$ cat src/rtl/uart_fifo_pkg.sv
package uart_fifo_pkg;

    localparam int BYTE_W = 8;
    localparam int REG_AW = 3;
    localparam int LVL_W  = 8;

    typedef enum logic [REG_AW-1:0] {
        SEL_CTRL    = 3'd0,
        SEL_RX_LVL  = 3'd1,
        SEL_TX_LVL  = 3'd2,
        SEL_FLOW_LO = 3'd3,
        SEL_FLOW_HI = 3'd4
    } reg_sel_e;

    // stored part of the control byte
    typedef struct packed {
        logic [1:0] rx_code;
        logic [1:0] tx_code;
        logic       deep_en;
    } ctrl_state_t;

    typedef struct packed {
        logic [LVL_W-1:0] rx_lvl;
        logic [LVL_W-1:0] tx_lvl;
        logic [LVL_W-1:0] flow_lo;
        logic [LVL_W-1:0] flow_hi;
    } aux_lvl_t;

    function automatic logic [LVL_W-1:0] trig_bytes(input logic [1:0] code);
        case (code)
            2'd0:    return LVL_W'(8);
            2'd1:    return LVL_W'(16);
            2'd2:    return LVL_W'(24);
            default: return LVL_W'(28);
        endcase
    endfunction

endpackage

$ cat src/rtl/fifo_ctrl_regs.sv
module fifo_ctrl_regs
    import uart_fifo_pkg::*;
(
    input  logic                clk,
    input  logic                rst,
    input  logic                we,
    input  logic [REG_AW-1:0]   addr,
    input  logic [BYTE_W-1:0]   wdata,
    output ctrl_state_t         ctrl_q,
    output aux_lvl_t            aux_q,
    output logic                rx_clr,
    output logic                tx_clr
);

    logic ctrl_wr;
    logic mode_flip;

    assign ctrl_wr   = we && (reg_sel_e'(addr) == SEL_CTRL);
    assign mode_flip = ctrl_wr && (wdata[0] != ctrl_q.deep_en);
    assign rx_clr    = (ctrl_wr && wdata[1]) || mode_flip;
    assign tx_clr    = (ctrl_wr && wdata[2]) || mode_flip;

    always_ff @(posedge clk) begin
        if (rst) begin
            ctrl_q <= '0;
            aux_q  <= '0;
        end else if (we) begin
            case (reg_sel_e'(addr))
                SEL_CTRL: begin
                    ctrl_q.deep_en <= wdata[0];
                    ctrl_q.tx_code <= wdata[5:4];
                    ctrl_q.rx_code <= wdata[7:6];
                end
                SEL_RX_LVL:  aux_q.rx_lvl  <= wdata;
                SEL_TX_LVL:  aux_q.tx_lvl  <= wdata;
                SEL_FLOW_LO: aux_q.flow_lo <= wdata;
                SEL_FLOW_HI: aux_q.flow_hi <= wdata;
                default: ;
            endcase
        end
    end

endmodule

$ cat src/rtl/fifo_buf.sv
module fifo_buf #(
    parameter int W     = 8,
    parameter int DEPTH = 32,
    parameter int CW    = $clog2(DEPTH + 1)
) (
    input  logic          clk,
    input  logic          rst,
    input  logic          clr,
    input  logic          single,
    input  logic          push,
    input  logic [W-1:0]  push_data,
    input  logic          pop,
    output logic [W-1:0]  pop_data,
    output logic [CW-1:0] count,
    output logic          overrun
);

    localparam int PW = (DEPTH > 1) ? $clog2(DEPTH) : 1;

    logic [W-1:0]  mem [DEPTH];
    logic [PW-1:0] rd_ptr, wr_ptr;
    logic          at_cap, do_pop, do_push;

    function automatic logic [PW-1:0] bump(input logic [PW-1:0] p);
        return (p == PW'(DEPTH - 1)) ? '0 : p + 1'b1;
    endfunction

    assign at_cap  = single ? (count != '0) : (count == CW'(DEPTH));
    assign do_pop  = pop && (count != '0);
    assign do_push = push && (!at_cap || do_pop);

    always_ff @(posedge clk) begin
        if (!rst && !clr && do_push)
            mem[wr_ptr] <= push_data;
    end

    always_ff @(posedge clk) begin
        if (rst) begin
            rd_ptr   <= '0;
            wr_ptr   <= '0;
            count    <= '0;
            overrun  <= 1'b0;
            pop_data <= '0;
        end else if (clr) begin
            rd_ptr  <= '0;
            wr_ptr  <= '0;
            count   <= '0;
            overrun <= 1'b0;
        end else begin
            if (do_push) wr_ptr <= bump(wr_ptr);
            if (do_pop) begin
                rd_ptr   <= bump(rd_ptr);
                pop_data <= mem[rd_ptr];
            end
            count <= count + CW'(do_push) - CW'(do_pop);
            if (push && !do_push) overrun <= 1'b1;
        end
    end

endmodule

$ cat src/rtl/trig_eval.sv
module trig_eval
    import uart_fifo_pkg::*;
#(
    parameter int CW = 6
) (
    input  ctrl_state_t   ctrl,
    input  aux_lvl_t      aux,
    input  logic [CW-1:0] rx_count,
    input  logic [CW-1:0] tx_count,
    output logic          rx_irq,
    output logic          tx_irq
);

    logic             aux_any;
    logic [LVL_W-1:0] rx_thr, tx_thr;

    assign aux_any = |aux;

    always_comb begin
        if (!ctrl.deep_en) begin
            rx_thr = LVL_W'(1);
            tx_thr = LVL_W'(1);
        end else if (aux_any) begin
            rx_thr = aux.rx_lvl;
            tx_thr = aux.tx_lvl;
        end else begin
            rx_thr = trig_bytes(ctrl.rx_code);
            tx_thr = trig_bytes(ctrl.tx_code);
        end
    end

    assign rx_irq = LVL_W'(rx_count) >= rx_thr;
    assign tx_irq = LVL_W'(tx_count) <  tx_thr;

endmodule

$ cat src/rtl/uart_fifo_pair.sv
module uart_fifo_pair
    import uart_fifo_pkg::*;
#(
    parameter int DEPTH = 32,
    parameter int CW    = $clog2(DEPTH + 1)
) (
    input  logic              clk,
    input  logic              rst,
    input  logic              reg_we,
    input  logic [REG_AW-1:0] reg_addr,
    input  logic [BYTE_W-1:0] reg_wdata,
    input  logic              rx_push,
    input  logic [BYTE_W-1:0] rx_push_data,
    input  logic              rx_pop,
    output logic [BYTE_W-1:0] rx_pop_data,
    input  logic              tx_push,
    input  logic [BYTE_W-1:0] tx_push_data,
    input  logic              tx_pop,
    output logic [BYTE_W-1:0] tx_pop_data,
    output logic [CW-1:0]     rx_count,
    output logic [CW-1:0]     tx_count,
    output logic              rx_ready_irq,
    output logic              tx_empty_irq,
    output logic              rx_overrun,
    output logic              tx_overrun,
    output logic              fifo_on
);

    ctrl_state_t ctrl_q;
    aux_lvl_t    aux_q;
    logic        rx_clr, tx_clr;

    fifo_ctrl_regs u_regs (
        .clk    (clk),
        .rst    (rst),
        .we     (reg_we),
        .addr   (reg_addr),
        .wdata  (reg_wdata),
        .ctrl_q (ctrl_q),
        .aux_q  (aux_q),
        .rx_clr (rx_clr),
        .tx_clr (tx_clr)
    );

    fifo_buf #(.W(BYTE_W), .DEPTH(DEPTH), .CW(CW)) u_rx (
        .clk       (clk),
        .rst       (rst),
        .clr       (rx_clr),
        .single    (!ctrl_q.deep_en),
        .push      (rx_push),
        .push_data (rx_push_data),
        .pop       (rx_pop),
        .pop_data  (rx_pop_data),
        .count     (rx_count),
        .overrun   (rx_overrun)
    );

    fifo_buf #(.W(BYTE_W), .DEPTH(DEPTH), .CW(CW)) u_tx (
        .clk       (clk),
        .rst       (rst),
        .clr       (tx_clr),
        .single    (!ctrl_q.deep_en),
        .push      (tx_push),
        .push_data (tx_push_data),
        .pop       (tx_pop),
        .pop_data  (tx_pop_data),
        .count     (tx_count),
        .overrun   (tx_overrun)
    );

    trig_eval #(.CW(CW)) u_trig (
        .ctrl     (ctrl_q),
        .aux      (aux_q),
        .rx_count (rx_count),
        .tx_count (tx_count),
        .rx_irq   (rx_ready_irq),
        .tx_irq   (tx_empty_irq)
    );

    assign fifo_on = ctrl_q.deep_en;

endmodule

$ cat config.mk
export PLATFORM = sky130hd
export DESIGN_NAME = uart_fifo_pair
export DESIGN_NICKNAME = d
export VERILOG_FILES = /design/src/rtl/uart_fifo_pkg.sv /design/src/rtl/fifo_ctrl_regs.sv /design/src/rtl/fifo_buf.sv /design/src/rtl/trig_eval.sv /design/src/rtl/uart_fifo_pair.sv
export SDC_FILE = /design/constraint.sdc
export NUM_CORES = 1
export LEC_CHECK = 0
export BUFFER_PORTS_ARGS = -buffer_cell sky130_fd_sc_hd__buf_2
export CORE_ASPECT_RATIO = 1.75
export CORE_MARGIN = 2
export CORE_UTILIZATION = 55
export CTS_CLUSTER_SIZE = 8
export DETAILED_ROUTE_END_ITERATION = 10
export GPL_TIMING_DRIVEN = 0
export HOLD_SLACK_MARGIN = 0.05
export PLACE_DENSITY = 0.76
export REMOVE_ABC_BUFFERS = 1
export SYNTH_ARGS = -nofsm -noshare
export SYNTH_HDL_FRONTEND = slang
export SYNTH_SLANG_ARGS = --single-unit
$ cat constraint.sdc
create_clock -name clk -period 3 [get_ports clk]
set_input_delay 0 -clock clk [delete_from_list [all_inputs] [get_ports clk]]
set_output_delay 0 -clock clk [all_outputs]
set_load 0.01 [all_outputs]
==> results of run 1 <==
power by group:
part	internal (mW)	leakage, nW	switching [mW]
Combinational	1.63	2.82	1.91
Clock	5.25	1.15	3.47
Sequential	9.25	5.32	0.299
registers in the layout, summed over array words and instances (netlist names):
register / count
u_rx.rd_ptr: 5
u_rx.pop_data: 8
u_regs.ctrl_q: 5
u_tx.rd_ptr: 5
u_rx.wr_ptr: 5
u_regs.aux_q: 32
u_tx.count: 6
u_rx.count: 6
u_tx.mem: 256
u_rx.overrun: 1
u_rx.mem: 256
u_tx.overrun: 1
u_tx.wr_ptr: 5
u_tx.pop_data: 8
critical path, cell delays in order (launching register included):
cell and delay (ns):
dfxtp_2 0.33, nor4_4 0.32, nand4_1 0.14, or2_4 0.29, and2_4 0.18, nand2_2 0.09, ha_4 0.20, a21o_1 0.18
a21oi_2 0.14, o211ai_1 0.12, o211ai_1 0.19, buf_2 0.21
metal layers:
layer | share of wire, % | wire [um]
met3 | 6.6 | 3980
met4 | 7.5 | 4550
met2 | 54 | 32900
met1 | 31 | 19000
met5 | 0 | 0
Yosys cell counts (all sizes together) (6+ instances only):
| library cell | instances |
|---|---|
| nand2 | 126 |
| a221oi | 12 |
| ha | 43 |
| o21ai | 47 |
| and2 | 6 |
| o211ai | 8 |
| nor2 | 136 |
| edfxtp | 512 |
| a221o | 6 |
| inv | 34 |
| nor3 | 11 |
| mux2i | 77 |
| and3 | 9 |
| nand3 | 18 |
| nand2b | 9 |
| nor2b | 11 |
| a21oi | 82 |
| buf | 44 |
| mux4 | 96 |
| nor4 | 8 |
| nand3b | 8 |
| a22oi | 25 |
| mux2 | 9 |
| a31oi | 12 |
| clkbuf | 30 |
| dfxtp | 87 |
placed cells by master (no fill, tap or decap), types with 8 or more instances in the layout:
cell / count
a21oi_1: 80
a221oi_1: 9
a22oi_1: 25
a31oi_1: 12
and3_1: 9
buf_2: 66
clkbuf_1: 58
clkbuf_16: 84
dfxtp_1: 79
dlygate4sd3_1: 49
edfxtp_1: 512
ha_1: 42
inv_1: 30
mux2_2: 8
mux2i_1: 77
mux4_2: 96
nand2_1: 115
nand2_2: 9
nand3_1: 18
nand3b_1: 8
nor2_1: 69
nor2_4: 66
nor2b_1: 9
nor3_1: 11
o211ai_1: 8
o21ai_0: 30
o21ai_1: 15
cell type report:
cell class / count / area share [%]
timing repair buffer: 130 / 3.68
tap: 572 / 2.47
multi-input combinational: 826 / 25.8
clock inverter: 7 / 0.368
sequential: 599 / 59.2
clock buffer: 142 / 8.02
inverter: 35 / 0.454
path summary, 6_finish.rpt:
check                                     start  slack [ns]                             to
setup reg to reg  u_regs.ctrl_q[0]$_SDFFE_PP0P_        0.11      u_rx.mem[10][4]$_DFFE_PP_
setup / recovery   u_regs.aux_q[8]$_SDFFE_PP0P_       -0.01                   tx_empty_irq
hold reg to reg    u_regs.aux_q[5]$_SDFFE_PP0P_        0.46   u_regs.aux_q[5]$_SDFFE_PP0P_
hold / removal                              rst        0.12  u_rx.pop_data[2]$_SDFFE_PP0P_
per-stage QoR:
stage | utilization (%) | cells | setup slack, ns
after floorplan | - | 1460 | -1.71
after global placement | 56.8 | 2098 | -3.33
after detailed placement | 57.1 | 2102 | -0.777
after CTS | 64.6 | 2301 | -0.356
after global routing | 65.5 | 2311 | -0.112
final | 65.5 | 2311 | -0.0117
what timing repair did:
action | CTS | global route
buffers inserted | 1 | 10
gates cloned | 0 | 0
pin swaps | 2 | 18
hold buffers | 49 | 0
gates resized for setup | 112 | 66
setup endpoints to repair | 524 | 522
hold endpoints to repair | 573 | 0
kinds of logic after synthesis:
group / synth area share (%)
AO/OA/AOI/OAI: 5.85
multiplexers: 12.4
XOR/XNOR: 0.322
buffers and inverters: 2.48
flip-flops: 69.8
AND/OR/NAND/NOR: 6.78
adder cells (fa/ha/maj): 2.36
==> results.sh, run 1 <==
export IMPL_status="finished, violations left"
export IMPL_violations="negative setup slack"
export IMPL_die_w_um=164
export IMPL_dr_pass1_iters=8
export IMPL_synth_edf_count=512
export IMPL_cp_data_required_time_ns=3.00
export IMPL_ir_worst_vdd_uv=785
export IMPL_nNetsFinal=1755
export IMPL_vias_per_cell=6.32
export IMPL_drive_gt1_share_pct=22.8
export IMPL_cts_sinks=599
export IMPL_critPathArrivalTime_ns=3.01
export IMPL_power_leakage_nw=9.29
export IMPL_use_met1_pct=27.3
export IMPL_async_flop_share_pct=0
export IMPL_syn_mean_instance_area_sq_um=16.0
export IMPL_r2r_cells=6
export IMPL_n_antenna_cell=0
export IMPL_area_delta_synth_final_pct=18.1
export IMPL_yosys_register_bits=599
export IMPL_min_period_ns=3.01
export IMPL_io_buffers=66
export IMPL_drv_cap=0
export IMPL_die_y_um=283
export IMPL_grt_antenna_before_repair=0
export IMPL_fin_total_pwr_mw=21.8
export IMPL_slew_headroom_pct=19.5
export IMPL_clockRootBuffer="clkbuf_16"
export IMPL_crit_type="reg -> out"
export IMPL_fp_row_count=102
export IMPL_tightest_slew_ns=1.21
export IMPL_synth_area_top_cells="edfxtp_1, mux4_2, dfxtp_1"
export IMPL_wl_per_cell_um=26.1
export IMPL_ant_nets=0
export IMPL_final_hold_violation_count=0
export IMPL_routabilityCongestion=0.867
export IMPL_whs_ns=0.115
export IMPL_multi_input_area_sq_um=7460
export IMPL_track_usage_pct=26.4
export IMPL_grt_max_degree=58
export IMPL_h_tree_depth=3
export IMPL_cts_tree="yes"
export IMPL_seq_area_frac_synth_pct=69.8
export IMPL_dieArea_sq_um=46300
export IMPL_period_share_pct=100
export IMPL_grt_busiest_layer="met2"
export IMPL_met2_usage_pct=47.8
export IMPL_fillers=2934
export IMPL_syn_area_sq_um=24500
export IMPL_pin_count=67
export IMPL_worstSkewPairLatency_ns=0.63
export IMPL_synth_flop_cell="edfxtp_1"
export IMPL_drc=0
export IMPL_yosysUniqueCellTypes=65
export IMPL_grt_pass1_vias=15200
export IMPL_yosys_warnings=0
export IMPL_start_util_pct=55.5
export IMPL_grt_overflow=0
export IMPL_dr_first_iter_drc_count=1516
export IMPL_crit_fanout=4
export IMPL_setup_tns_final_ns=-0.0117
export IMPL_fmaxAchievable_ghz=0.332
export IMPL_grt_pass1_wl_um=90100
export IMPL_grt_use_met3_pct=4.60
export IMPL_setup_viol=1
export IMPL_skew_ns=0.0270
export IMPL_regArea_sq_um=17100
export IMPL_cp_start_kind="register"
export IMPL_numCtsBuffers=84
export IMPL_synth_top_cell_area_share_pct=62.7
export IMPL_routed_wl_um=60400
export IMPL_yosysTopAreaCell="edfxtp_1"
export IMPL_hpwl_um=36600
export IMPL_power_density_nw_per_um2=754
export IMPL_drv_slew=0
export IMPL_synthCells=1534
export IMPL_fin_ws_ns=-0.0117
export IMPL_dpl_cell_area_sq_um=25200
export IMPL_vias=14600
export IMPL_whs_path_depth=3
export IMPL_worstHoldPathType="in -> reg"
export IMPL_core_sq_um=44200
export IMPL_clockBufferDepth=3
export IMPL_stdcell_area_sq_um=28900
export IMPL_path_clk_slew_ns=0.05
export IMPL_crit_path_end_kind="output pin"
Power figures use the tool's default switching activity.
==> run 2: changes to the inputs <==
- clock period: 3 -> 3.6 ns (I/O delays scaled with it)
==> results.sh, run 2 (synthesis gave the netlist of run 1 again) <==
export IMPL_crit_type="reg -> reg"
export IMPL_fillers=3020
export IMPL_core_sq_um=44200
export IMPL_fin_total_pwr_mw=18.0
export IMPL_dr_pass1_iters=7
export IMPL_min_period_ns=3.56
export IMPL_final_cell_mix="edfxtp_1, nand2_1, mux4_2"
export IMPL_grt_antenna_before_repair=0
export IMPL_pin_count=67
export IMPL_whs_ns=0.228
export IMPL_dr_first_iter_drc_count=1341
export IMPL_power_leakage_nw=9.13
export IMPL_clockRootBuffer="clkbuf_16"
export IMPL_vias=14300
export IMPL_crit_path_end_kind="register"
export IMPL_die_y_um=283
export IMPL_h_tree_depth=3
export IMPL_grt_max_degree=58
export IMPL_drv_slew=0
export IMPL_nNetsFinal=1740
export IMPL_cts_sinks=599
export IMPL_setup_viol=0
export IMPL_worstSkewPairLatency_ns=0.62
export IMPL_track_usage_pct=25.6
export IMPL_cts_tree="yes"
export IMPL_drc=0
export IMPL_routabilityCongestion=0.867
export IMPL_numCtsBuffers=84
export IMPL_cp_data_required_time_ns=3.82
export IMPL_area_delta_synth_final_pct=15.6
export IMPL_hpwl_um=36600
export IMPL_period_share_pct=98.8
export IMPL_io_buffers=66
export IMPL_power_density_nw_per_um2=634
export IMPL_dpl_cell_area_sq_um=25200
export IMPL_grt_overflow=0
export IMPL_top_regs="u_rx.mem: 256 flops, u_tx.mem: 256 flops, u_regs.aux_q: 32 flops"
export IMPL_dieArea_sq_um=46300
export IMPL_vias_per_cell=6.25
export IMPL_wl_per_cell_um=25.3
export IMPL_routed_wl_um=58100
export IMPL_clockBufferDepth=3
export IMPL_path_clk_slew_ns=0.05
export IMPL_die_w_um=164
export IMPL_start_util_pct=55.5
export IMPL_mostFrequentLayoutCell="edfxtp_1"
export IMPL_grt_pass1_wl_um=87700
export IMPL_slew_headroom_pct=21.1
export IMPL_critPathArrivalTime_ns=3.78
export IMPL_cp_start_kind="register"
export IMPL_fp_row_count=102
export IMPL_worstHoldPathType="in -> reg"
export IMPL_drv_cap=0
export IMPL_fmaxAchievable_ghz=0.281
export IMPL_crit_fanout=22
export IMPL_grt_pass1_vias=15000
export IMPL_ir_worst_vdd_uv=662
export IMPL_status="complete, no violations"
export IMPL_stdcell_area_sq_um=28300
export IMPL_final_hold_violation_count=0
export IMPL_tightest_slew_ns=1.18
export IMPL_drive_gt1_share_pct=20.2
export IMPL_rsz0062_at_grt="true"
export IMPL_ant_nets=0
export IMPL_n_antenna_cell=0
export IMPL_skew_ns=0.0217
## run 2: changes by cell type in the layout (fill, tap and decap cells not counted), sizes merged
| cell | change |
|---|---|
| buf | -12 |
| inv | -1 |
| clkbuf | +1 |
| clkinvlp | +1 |
| dlygate4sd3 | -4 |
## run 2: final timing paths
| path | startpoint | endpoint | slack (ns) | depth (start not counted) |
|---|---|---|---|---|
| worst min register to register | u_regs.aux_q[13]$_SDFFE_PP0P_ | u_regs.aux_q[13]$_SDFFE_PP0P_ | 0.46 | 2 |
| worst max register to register | u_regs.ctrl_q[0]$_SDFFE_PP0P_ | u_tx.mem[1][0]$_DFFE_PP_ | 0.04 | 6 |
| worst min-delay path | tx_push | u_tx.overrun$_SDFFE_PP0P_ | 0.23 | 4 |
| worst max-delay path | u_regs.ctrl_q[0]$_SDFFE_PP0P_ | u_tx.mem[1][0]$_DFFE_PP_ | 0.04 | 6 |
## run 2: repair_timing
| item | 4_1_cts | 5_1_grt |
|---|---|---|
| hold endpoints to repair | 569 | 0 |
| endpoints found under the setup margin | 512 | 464 |
| resized for setup | 9 | 70 |
| setup buffers | 0 | 0 |
| hold buffers | 45 | 0 |
## run 2: final cells by class
class | count | area, sq um | share of cell area [%]
clock buffer | 142 | 2320 | 8.19
clock inverter | 7 | 106 | 0.375
inverter | 35 | 135 | 0.477
multi-input combinational | 826 | 7020 | 24.8
sequential | 599 | 17100 | 60.5
tap | 572 | 716 | 2.53
timing repair buffer | 115 | 893 | 3.15
## run 2: layer usage
metal	track usage [%]	wire length (um)	part of all wire, %
met5	0	0	0
met1	26.4	18500	32
met2	46.1	31300	54
met4	18.6	4760	8.2
met3	4.19	3510	6.0
## run 2: worst max-delay path: stages (launching register included)
cell,delay [ns]
dfxtp_2,0.60
xor2_1,0.15
o21ai_1,0.41
nand2_1,0.49
nor2_1,0.34
nand2_1,0.40
nor2_1,0.78
## run 2: where the power goes
part	leakage [nW]	internal, mW	switching [mW]
Sequential	5.32	7.71	0.263
Clock	1.15	4.37	2.88
Combinational	2.66	1.25	1.48
Total	9.13	13.3	4.62
## run 2: per-stage QoR
stage | setup slack [ns] | cells | util, % | setup TNS (ns)
floorplan | -1.11 | 1460 | - | -18.62
global placement | -2.73 | 2098 | 56.8 | -74.23
detailed placement | -0.177 | 2102 | 57.1 | -36.57
CTS | 0.0186 | 2296 | 63.6 | 0
global route | -0.141 | 2296 | 64.1 | -12.04
finish | 0.0414 | 2296 | 64.1 | 0
==> run 3: changes to the inputs <==
- REMOVE_ABC_BUFFERS: 1 -> default
==> results.sh, run 3 (synthesis gave the netlist of run 1 again) <==
export IMPL_track_usage_pct=28.8
export IMPL_skew_ns=0.0190
export IMPL_clockBufferDepth=3
export IMPL_ant_nets=0
export IMPL_dieArea_sq_um=46300
export IMPL_routabilityCongestion=0.971
export IMPL_hp_start="tx_push"
export IMPL_crit_path_end_kind="register"
export IMPL_n_antenna_cell=0
export IMPL_r2r_cells=6
export IMPL_dr_pass1_iters=6
export IMPL_power_leakage_nw=9.30
export IMPL_fmaxAchievable_ghz=0.276
export IMPL_grt_pass1_wl_um=95800
export IMPL_vias=14700
export IMPL_drv_cap=0
export IMPL_endpoint="u_tx.mem[28][6]$_DFFE_PP_"
export IMPL_cts_tree="yes"
export IMPL_grt_max_degree=33
export IMPL_drive_gt1_share_pct=18.2
export IMPL_hpwl_um=45100
export IMPL_crit_fanout=8
export IMPL_fin_util_pct=64.2
export IMPL_crit_type="reg -> reg"
export IMPL_crit_buf_inv=0
export IMPL_start_util_pct=55.5
export IMPL_reg2reg_slack_ns=-0.02
export IMPL_rsz0062_at_grt="true"
export IMPL_vias_per_cell=6.25
export IMPL_mostFrequentLayoutCell="edfxtp_1"
export IMPL_routed_wl_um=65200
export IMPL_final_hold_violation_count=0
export IMPL_grt_overflow=0
export IMPL_area_delta_synth_final_pct=15.7
export IMPL_stdcell_area_sq_um=28400
export IMPL_cts_sinks=599
export IMPL_fin_ws_ns=-0.0171
export IMPL_ir_worst_vdd_uv=659
export IMPL_cp_slowest_cell="nor2_1"
export IMPL_r2r_start="u_regs.ctrl_q[0]$_SDFFE_PP0P_"
export IMPL_critPathArrivalTime_ns=3.85
export IMPL_met3WireLength_um=3700
export IMPL_min_period_ns=3.62
export IMPL_grt_pass1_vias=15500
export IMPL_tightest_slew_ns=1.03
export IMPL_top_regs="u_rx.mem: 256 flops, u_tx.mem: 256 flops, u_regs.aux_q: 32 flops"
export IMPL_violations="negative setup slack"
export IMPL_pin_count=67
export IMPL_slowest_delay_ns=0.80
export IMPL_fp_row_count=102
export IMPL_drc=0
export IMPL_cp_start_kind="register"
export IMPL_wl_met2_um=34500
export IMPL_power_density_nw_per_um2=641
export IMPL_whs_ns=0.231
export IMPL_period_share_pct=100
export IMPL_status="finished, violations left"
export IMPL_h_tree_depth=3
export IMPL_die_y_um=283
export IMPL_wl_per_cell_um=27.7
export IMPL_syn_nets=1613
export IMPL_grt_antenna_before_repair=0
export IMPL_cp_data_required_time_ns=3.83
export IMPL_die_w_um=164
export IMPL_startpoint="u_regs.ctrl_q[0]$_SDFFE_PP0P_"
export IMPL_setup_tns_final_ns=-0.0684
export IMPL_setup_viol=7
export IMPL_drv_slew=0
export IMPL_top_layer="met4"
export IMPL_critical_path_cell_chain="xor2_1 > o21ai_1 > nand2_1 > nor2_1 > nand2_1 > nor2_1"
export IMPL_io_buffers=66
export IMPL_worstHoldPathType="in -> reg"
export IMPL_critPathTopFamily="simple AND/OR/NAND/NOR gates"
export IMPL_slew_headroom_pct=31.3
export IMPL_cp_num_cells=6
export IMPL_drt_met1_wl_um=20500
export IMPL_nNetsFinal=1803
export IMPL_reg2reg_to="u_tx.mem[28][6]$_DFFE_PP_"
export IMPL_path_clk_slew_ns=0.05
export IMPL_final_cell_mix="edfxtp_1, nor2_1, nand2_1"
export IMPL_dr_first_iter_drc_count=1581
export IMPL_dpl_cell_area_sq_um=25600
export IMPL_numCtsBuffers=84
export IMPL_worstSkewPairLatency_ns=0.62
export IMPL_clockRootBuffer="clkbuf_16"
export IMPL_core_sq_um=44200
export IMPL_fillers=3062
export IMPL_fin_total_pwr_mw=18.2
[run 3: cell types whose count changed in the layout (fill, tap and decap cells not counted), moves of 5 or more]
cell	before	now
buf_6	0	5
nor2_2	42	9
buf_12	0	6
clkbuf_1	58	80
buf_2	65	84
buf_1	0	8
buf_4	0	5
nor2_1	77	127
nor2_4	17	0
dfxtp_1	80	87
dlygate4sd3_1	45	38
[run 3: worst min-delay path by stage]
stage	slack (ns)	endpoint	depth (start not counted)
floorplan	0.1	u_rx.mem[0][0]$_DFFE_PP_	0
global placement	0.30	u_tx.overrun$_SDFFE_PP0P_	3
detailed placement	0.31	u_regs.aux_q[27]$_SDFFE_PP0P_	3
CTS	0.21	u_tx.overrun$_SDFFE_PP0P_	4
global route	0.27	u_regs.aux_q[11]$_SDFFE_PP0P_	4
finish	0.23	u_tx.overrun$_SDFFE_PP0P_	4
[run 3: cell type report]
type | count | area (sq um) | area share [%]
clock inverter | 7 | 113 | 0.397
timing repair buffer | 104 | 711 | 2.51
buffer | 74 | 477 | 1.68
sequential | 599 | 17100 | 60.3
multi-input combinational | 826 | 6820 | 24.0
inverter | 35 | 131 | 0.463
clock buffer | 134 | 2290 | 8.07
tap | 572 | 716 | 2.52
[run 3: tightest hold or removal path, cell delays in order]
cell	delay, ns
dlygate4sd3_1	0.53
buf_2	0.13
a31oi_1	0.07
nor2_1	0.08
[run 3: timing repair]
item | 4_1_cts | 5_1_grt
setup endpoints to repair | 0 | 80
setup buffers | 0 | 0
endpoints found under the hold margin | 574 | 0
hold buffers | 38 | 0
gates resized for setup | 0 | 10
[run 3: power by group]
part           internal (mW)  leakage [nW]  switching, mW
clock                   4.33          1.14           2.84
combinational           1.34          2.84           1.81
sequential              7.70          5.31          0.168
[run 3: through the flow]
step / cells / setup slack [ns]
global placement: 2172 / 0.135
floorplan: 1534 / 0.919
global route: 2351 / -0.0617
detailed placement: 2172 / 0.0644
CTS: 2351 / 0.00769
finish: 2351 / -0.0171
[run 3: layer usage]
metal	GRT usage, %	up-vias
met3	4.27	262
li1	-	6348
met5	0	-
met1	28.6	7314
met4	25.0	0
met2	51.2	759
